### config.mk
export PLATFORM = sky130hd
export DESIGN_NAME = pc_sequencer
export DESIGN_NICKNAME = d
export VERILOG_FILES = /design/src/rtl/pcseq_pkg.sv /design/src/rtl/pcseq_ctrl.sv /design/src/rtl/pcseq_datapath.sv /design/src/rtl/pc_sequencer.sv
export SDC_FILE = /design/constraint.sdc
export NUM_CORES = 1
export LEC_CHECK = 0
export ABC_AREA = 1
export BUFFER_PORTS_ARGS = -buffer_cell sky130_fd_sc_hd__buf_4
export CAP_MARGIN = 5
export CORE_MARGIN = 2
export CORE_UTILIZATION = 57
export CTS_CLUSTER_DIAMETER = 40
export DETAILED_ROUTE_END_ITERATION = 12
export PLACE_DENSITY = 0.76
export REMOVE_ABC_BUFFERS = 1
export SYNTH_ARGS = -nofsm -noshare
export SYNTH_HDL_FRONTEND = slang
export SYNTH_SLANG_ARGS = --single-unit
export TNS_END_PERCENT = 20
### constraint.sdc
create_clock -name clk -period 3.2 [get_ports clk]
set_clock_uncertainty 0.05 [all_clocks]
set_input_delay 0.32 -clock clk [delete_from_list [all_inputs] [get_ports clk]]
set_output_delay 0.32 -clock clk [all_outputs]
set_load 0.01 [all_outputs]
### src/rtl/pcseq_pkg.sv
package pcseq_pkg;
  typedef enum logic [2:0] {
    SEL_HOLD, SEL_INC, SEL_SKIP, SEL_JUMP,
    SEL_CALL, SEL_RET, SEL_WRITE, SEL_ADD
  } nextSel_e;

  typedef struct packed {
    nextSel_e sel;
    logic     push;
    logic     pop;
  } pcCtl_t;
endpackage

### src/rtl/pcseq_ctrl.sv
module pcseq_ctrl
  import pcseq_pkg::*;
(
  input  logic   clk,
  input  logic   rstN,
  input  logic   turboMode,
  input  logic   opJump,
  input  logic   opCall,
  input  logic   opRet,
  input  logic   opPcWrite,
  input  logic   opPcAdd,
  input  logic   opSkip,
  input  logic   skipCond,
  output pcCtl_t ctl,
  output logic   busy,
  output logic   flush
);
  logic [1:0] waitCnt;
  logic       flushQ;
  logic       flowChg;

  assign busy  = (waitCnt != 2'd0);
  assign flush = flushQ;

  always_comb begin
    ctl = '{sel: SEL_INC, push: 1'b0, pop: 1'b0};
    if (busy)                 ctl.sel = SEL_HOLD;
    else if (opCall)          begin ctl.sel = SEL_CALL; ctl.push = 1'b1; end
    else if (opJump)          ctl.sel = SEL_JUMP;
    else if (opRet)           begin ctl.sel = SEL_RET; ctl.pop = 1'b1; end
    else if (opPcWrite)       ctl.sel = SEL_WRITE;
    else if (opPcAdd)         ctl.sel = SEL_ADD;
    else if (opSkip && skipCond) ctl.sel = SEL_SKIP;
  end

  assign flowChg = (ctl.sel != SEL_INC) && (ctl.sel != SEL_HOLD);

  always_ff @(posedge clk) begin
    if (!rstN) begin
      waitCnt <= 2'd0;
      flushQ  <= 1'b0;
    end else if (flowChg) begin
      waitCnt <= turboMode ? 2'd2 : 2'd1;
      flushQ  <= 1'b1;
    end else begin
      if (busy) waitCnt <= waitCnt - 2'd1;
      flushQ <= 1'b0;
    end
  end
endmodule

### src/rtl/pcseq_datapath.sv
module pcseq_datapath
  import pcseq_pkg::*;
#(
  parameter int          AW          = 12,
  parameter int          STACK_DEPTH = 8,
  parameter logic [AW-1:0] RESET_VEC = '0
) (
  input  logic          clk,
  input  logic          rstN,
  input  pcCtl_t        ctl,
  input  logic [8:0]    immAddr,
  input  logic [7:0]    wData,
  input  logic [2:0]    pageSel,
  output logic [AW-1:0] fetchAddr
);
  localparam int PB = AW - 9;
  localparam int PW = (STACK_DEPTH > 1) ? $clog2(STACK_DEPTH) : 1;
  localparam int CW = PW + 1;

  logic [AW-1:0] pc, incAddr, nextPc, popVal, lastPop;
  logic [AW-1:0] stackMem [STACK_DEPTH];
  logic [PW-1:0] wrPtr, rdIdx;
  logic [CW-1:0] fill;
  logic [PB-1:0] page;
  logic [7:0]    relLow;

  assign page    = pageSel[PB-1:0];
  assign incAddr = pc + AW'(1);
  assign relLow  = incAddr[7:0] + wData;
  assign rdIdx   = wrPtr - PW'(1);
  assign popVal  = (fill != '0) ? stackMem[rdIdx] : lastPop;
  assign fetchAddr = pc;

  always_comb begin
    unique case (ctl.sel)
      SEL_HOLD:  nextPc = pc;
      SEL_INC:   nextPc = incAddr;
      SEL_SKIP:  nextPc = pc + AW'(2);
      SEL_JUMP:  nextPc = {page, immAddr};
      SEL_CALL:  nextPc = {page, 1'b0, immAddr[7:0]};
      SEL_RET:   nextPc = popVal;
      SEL_WRITE: nextPc = {page, 1'b0, wData};
      SEL_ADD:   nextPc = {page, 1'b0, relLow};
      default:   nextPc = pc;
    endcase
  end

  always_ff @(posedge clk) begin
    if (!rstN) begin
      pc      <= RESET_VEC;
      wrPtr   <= '0;
      fill    <= '0;
      lastPop <= '0;
    end else begin
      pc <= nextPc;
      if (ctl.push) begin
        wrPtr <= wrPtr + PW'(1);
        if (fill != CW'(STACK_DEPTH)) fill <= fill + CW'(1);
      end else if (ctl.pop) begin
        lastPop <= popVal;
        if (fill != '0) begin
          wrPtr <= rdIdx;
          fill  <= fill - CW'(1);
        end
      end
    end
  end

  always_ff @(posedge clk) begin
    if (rstN && ctl.push) stackMem[wrPtr] <= incAddr;
  end
endmodule

### src/rtl/pc_sequencer.sv
module pc_sequencer
  import pcseq_pkg::*;
#(
  parameter int            AW          = 12,
  parameter int            STACK_DEPTH = 8,
  parameter logic [AW-1:0] RESET_VEC   = '0
) (
  input  logic          clk,
  input  logic          rstN,
  input  logic          turboMode,
  input  logic          opJump,
  input  logic          opCall,
  input  logic          opRet,
  input  logic          opPcWrite,
  input  logic          opPcAdd,
  input  logic          opSkip,
  input  logic          skipCond,
  input  logic [8:0]    immAddr,
  input  logic [7:0]    wData,
  input  logic [2:0]    pageSel,
  output logic [AW-1:0] fetchAddr,
  output logic          flush,
  output logic          busy
);
  pcCtl_t ctl;

  pcseq_ctrl u_ctrl (
    .clk(clk), .rstN(rstN), .turboMode(turboMode),
    .opJump(opJump), .opCall(opCall), .opRet(opRet),
    .opPcWrite(opPcWrite), .opPcAdd(opPcAdd),
    .opSkip(opSkip), .skipCond(skipCond),
    .ctl(ctl), .busy(busy), .flush(flush)
  );

  pcseq_datapath #(.AW(AW), .STACK_DEPTH(STACK_DEPTH), .RESET_VEC(RESET_VEC)) u_dp (
    .clk(clk), .rstN(rstN), .ctl(ctl), .immAddr(immAddr),
    .wData(wData), .pageSel(pageSel), .fetchAddr(fetchAddr)
  );
endmodule

Word-level counts from Yosys, hierarchy flattened --
Memories as Yosys holds them, arrays and structs flattened. Index checks and enable logic that the tools add are counted.
Storage, ports and cells: bits in registers 34, bits in latches 0, RAM bits 96, memory bits (read-only) 0, input port bits 30, output and inout port bits 14, word-level logic and storage cells 66, memories 1
Cells by class: add/subtract/negate cells 8, $mul 0, div/mod/pow operators 0, order comparisons 0, eq/ne operators 10, shift-type cells 0, muxes and demuxes 27, bitwise operators 1, reduce and logical (&&, ||, !) cells 13
Memories:
- u_dp.stackMem | depth 8, bits a word 12, read ports 1, clocked after memory_dff 0, wr ports 1, RTL line pcseq_datapath.sv:21 | logic [AW-1:0] stackMem [STACK_DEPTH];
Operators by type and width (number):
- 12-bit case mux with 7 select lines | 1
- 3-bit two-way mux | 9
- 4-bit two-way mux | 4
- 12-bit by 1-bit adder with 12-bit output (second input constant) | 1
- 12-bit by 2-bit adder with 12-bit output (second input constant) | 1
- 3-bit equality test (second input constant) | 4
- 12-bit two-way mux | 1
- 2-bit two-way mux | 5
- 8-bit adder | 1
- 2-bit nonzero test | 4
- 1-bit two-way mux | 7
- 3-bit by 2-bit equality test with 1-bit output (second input constant) | 2
- 4-bit by 1-bit adder with 4-bit output (second input constant) | 1
- 4-bit inequality test (second input constant) | 1
- 2-bit AND reduction | 2
- 4-bit nonzero test | 1
- 4-bit by 1-bit subtractor with 4-bit output (second input constant) | 1
- 3-bit by 1-bit adder with 3-bit output (second input constant) | 1
- 3-bit by 1-bit equality test with 1-bit output (second input constant) | 1
- 1-bit logical AND | 3
- 3-bit logical NOT | 1
- 3-bit by 1-bit inequality test with 1-bit output (second input constant) | 1
- 3-bit AND reduction | 1
- 3-bit nonzero test | 1
- 4 further kinds | 4

Logic depth before layout (Yosys ltp) --
depth after elaboration 11, depth in mapped cells 17

Cells and area by module --
A second synthesis with hierarchy kept.
Second synthesis, totals: cell total of the unflattened synthesis 775, area total of the unflattened synthesis 6683.9 µm²
Modules (own cells, without submodules):
- pcseq_datapath | instances 1, cells an instance 734, area an instance 6429.9 µm², sequential area each 3503.4 µm²
- pcseq_ctrl | instances 1, cells an instance 41, area an instance 254.0 µm², sequential area each 60.1 µm²

Worst setup path before layout --
OpenSTA, ideal clock, no wires.
kind register -> register, from reg u_dp.pc[0] (netlist: u_dp.fetchAddr[0]), to reg u_dp.pc[7] (netlist: u_dp.fetchAddr[7]), arrival time 2287 ps, required time 3038 ps, slack 751 ps, cell stages (with the launch flop) 15, clock period less this slack 2449 ps, path through dfxtp_1 > ha_1 > nand3_1 > inv_1 > a31oi_1 > a21oi_1 > ha_1 > a21oi_1 > o21ai_0 > a21oi_1 > nand3_1 > nand3_1 > nand3b_1 > nand2_1 > nand2_1
Between the ends: cells in the longest elaborated chain, start to end 3, elaborated cells on any way between the ends 4, those cells by class 3 x add/sub; 1 x mux
Ends and longest elaborated chain:
- start, declared | RTL line pcseq_datapath.sv:20 | logic [AW-1:0] pc, incAddr, nextPc, popVal, lastPop;
- start signal, assigned | RTL line pcseq_datapath.sv:55 | pc <= nextPc;
- 12-bit by 1-bit adder with 12-bit output | RTL line pcseq_datapath.sv:28 | assign incAddr = pc + AW'(1);
- net u_dp.incAddr[6] | RTL line pcseq_datapath.sv:20
- 8-bit adder | RTL line pcseq_datapath.sv:29 | assign relLow = incAddr[7:0] + wData;
- 12-bit case mux with 7 select lines | RTL line pcseq_datapath.sv:35 | unique case (ctl.sel)
The timed path passes the listed nets, and every way through them passes these cells. A chain may end at the register's enable or synchronous reset.

Worst setup path after layout --
from reg u_dp.pc[2] (netlist: u_dp.fetchAddr[2]), to reg u_dp.pc[4] (netlist: u_dp.fetchAddr[4])
The elaborated chain is that of the path after synthesis.

==> flow_summary.ini <==
[run]
cap_violations = 0

[global_route]
grt_start_max_net_pins = 53
grt_first_pass_wirelength_microns = 28320
grtUsageTotal = 0.2922
grt_pass1_vias = 5622
grt_antenna_before_repair = 0
grt_overflow_total = 0

[worst_setup_path]
required_ps = 3450
critical_path_arrival_ps = 2930
end_kind = flip-flop
worstSetupPathType = flip-flop to flip-flop
cp-start-kind = flip-flop
crit_fanout = 9

[timing]
finalHoldViolations = 0
fin_ws_ps = 528.5
fin_crit_sh = 0.8348
finalSetupTns_ps = 0
min_period_ps = 2671
fmax_ghz = 0.3743
tightest_slew_ps = 748.8
drv_slew = 0
slew_headroom = 0.4991
rsz0062_at_grt = no
setup_violations = 0

[synth]
ys_top_cells_by_area = edfxtp_1, dfxtp_1, nand2_1, nor2_1, o21ai_0
synth-edff-count = 96
synth_area_sq_um = 6618
synth_cell_type_count = 32
synth.top_cell.area_share = 0.4356
synth_cells = 764
async_reset_ff_frac = 0
yosysTopAreaCell = edfxtp_1
yosys_warnings = 0
synthFlopType = edfxtp_1
syn_area_per_cell_sq_um = 8.662
ys_ff_latch = 130
yosysSeqAreaShare = 0.5385

[clock_network]
clk_pin_slew_ps = 60
post_cts_resized = 0
clk_path_buf_depth = 2
cts-htree-levels = 4
root_buffer = clkbuf_16
cts_buffers = 17
cts_tree = yes
post_cts.repair.setup_buffers = 0
postCtsHoldBufs = 0
clk_latency_ps = 410
cts_sinks = 130

[cells_and_area]
multi_input_area_sq_um = 2679
layout_common_cells = nand2_1, nor2_1, edfxtp_1, inv_1, o21ai_0
syn_to_final_growth_pct = 18.00
final_common_cell = nand2_1
finalCoreUtilization = 0.6868
seqCellArea_sq_um = 3563
antenna_cells = 0
layout.nets = 867
num-fill-cells = 884
layout-drive-gt1-share = 0.1357

[drt]
wl_per_cell_microns = 17.95
first_iter_violations = 562
viasPerCell = 5.636
drt_wl_total_microns = 17520
first_pass_iters = 6
vias = 5501
ant_nets = 0
drcViolationCount = 0

[die]
ioPinCount = 44
die_h_microns = 111.8
dieArea_sq_um = 12490
rows = 39
start_util = 0.5820
coreArea_sq_um = 11370
die_width_microns = 111.8

[place]
port_buffers = 43
detailedPlace.worstSlack_ps = 553.9
place_congestion = 0.9661
hpwl_microns = 12250

[pwr]
switching_share = 0.3895
intPower_mw = 4.532
switchingPower_mw = 2.892
p_clk_frac = 0.278
power.share.combinational = 0.408
power_frac_seq = 0.314
vdd_ir_drop_max_uv = 621.4
power.density_nw_per_um2 = 950.7
power_leakage_nw = 3.342

[run_status]
outcome = finished clean

[min_path]
min_path_type = input port to flip-flop
==> area by class of cell <==
class,instances,area share
repair buffers,63,0.06217
clock buffers,23,0.06265
clock inverters,9,0.01923
well taps,143,0.02291
flip-flops and latches,130,0.4563
inverters,70,0.03365
multi-input cells,538,0.3431
==> cell usage after synthesis (6+ instances only) <==
cell type,count
nand3_1,60
inv_1,65
dfxtp_1,34
buf_2,12
nor2_4,6
a21oi_1,28
o21ai_0,64
clkbuf_1,13
nor2_1,125
ha_1,15
nand4_1,7
o211ai_1,17
edfxtp_1,96
nand2_2,8
nand2_1,169
xor2_1,13
==> layer usage <==
| layer | up-vias | track usage | part of all wire |
|---|---|---|---|
| met2 | 259 | 0.4966 | 0.49 |
| met3 | 45 | 0.06478 | 0.072 |
| met1 | 2526 | 0.3585 | 0.41 |
| li1 | 2671 | - | - |
| met5 | - | 0 | 0 |
| met4 | 0 | 0.1300 | 0.029 |
==> power groups by stage <==
stage	registers [mW]	logic [mW]	clock network (mW)
global route	2.35	3.36	2.14
CTS	2.32	2.99	2.07
finish	2.33	3.03	2.07
detailed placement	2.35	2.95	0
global placement	2.35	2.88	0
floorplan	2.38	1.85	0
==> worst max-delay path, cell delays in order (launching register included) <==
cell and delay (ps):
dfxtp_1 440, ha_1 230, nand2_1 70, xor2_1 160
inv_1 290, ha_1 370, a21oi_1 280, nand3b_1 120
nand2_1 80, inv_1 40, nand2_1 60, nand3_1 60
nor2_1 130, nand3b_1 90, nand2_1 60, inv_1 40
==> flip-flops by register name, summed over array words and instances (netlist names) <==
| register | cells |
|---|---|
| u_ctrl.flush | 1 |
| u_dp.lastPop | 12 |
| u_ctrl.waitCnt | 2 |
| u_dp.stackMem | 96 |
| u_dp.fill | 4 |
| u_dp.wrPtr | 3 |
| u_dp.fetchAddr | 12 |
==> worst paths after layout <==
kind | endpoint | from | cells past startpoint | slack (ps)
min reg2reg | u_dp.lastPop[11]$_SDFFE_PN0P_ | u_dp.lastPop[11]$_SDFFE_PN0P_ | 2 | 410
max | u_dp.fetchAddr[4]$_SDFFE_PN0P_ | u_dp.fetchAddr[2]$_SDFFE_PN0P_ | 15 | 530
min | u_dp.fetchAddr[3]$_SDFFE_PN0P_ | immAddr[3] | 5 | 160
max reg2reg | u_dp.fetchAddr[4]$_SDFFE_PN0P_ | u_dp.fetchAddr[2]$_SDFFE_PN0P_ | 15 | 530
==> cell families after synthesis <==
| family | Yosys count | synth area share |
|---|---|---|
| and+or+nand+nor | 386 | 0.2481 |
| buffers and inverters | 96 | 0.05672 |
| AOI/OAI and AO/OA | 117 | 0.09851 |
| DFF | 130 | 0.5385 |
| adders and majority gates | 17 | 0.03441 |
| xor gates and xnor gates | 18 | 0.02382 |
==> metrics by stage <==
| stage | area, sq um | hold WS [ps] | std cells | total power [mW] |
|---|---|---|---|---|
| floorplan | 6505 | 367.6 | 738 | 4.234 |
| global placement | 7169 | 394.2 | 944 | 5.233 |
| detailed placement | 7169 | 400.2 | 944 | 5.306 |
| CTS | 7809 | 158.0 | 976 | 7.389 |
| global route | 7809 | 195.3 | 976 | 7.857 |
| finish | 7809 | 159.9 | 976 | 7.424 |
No activity file was read; power rests on OpenSTA's default activity.
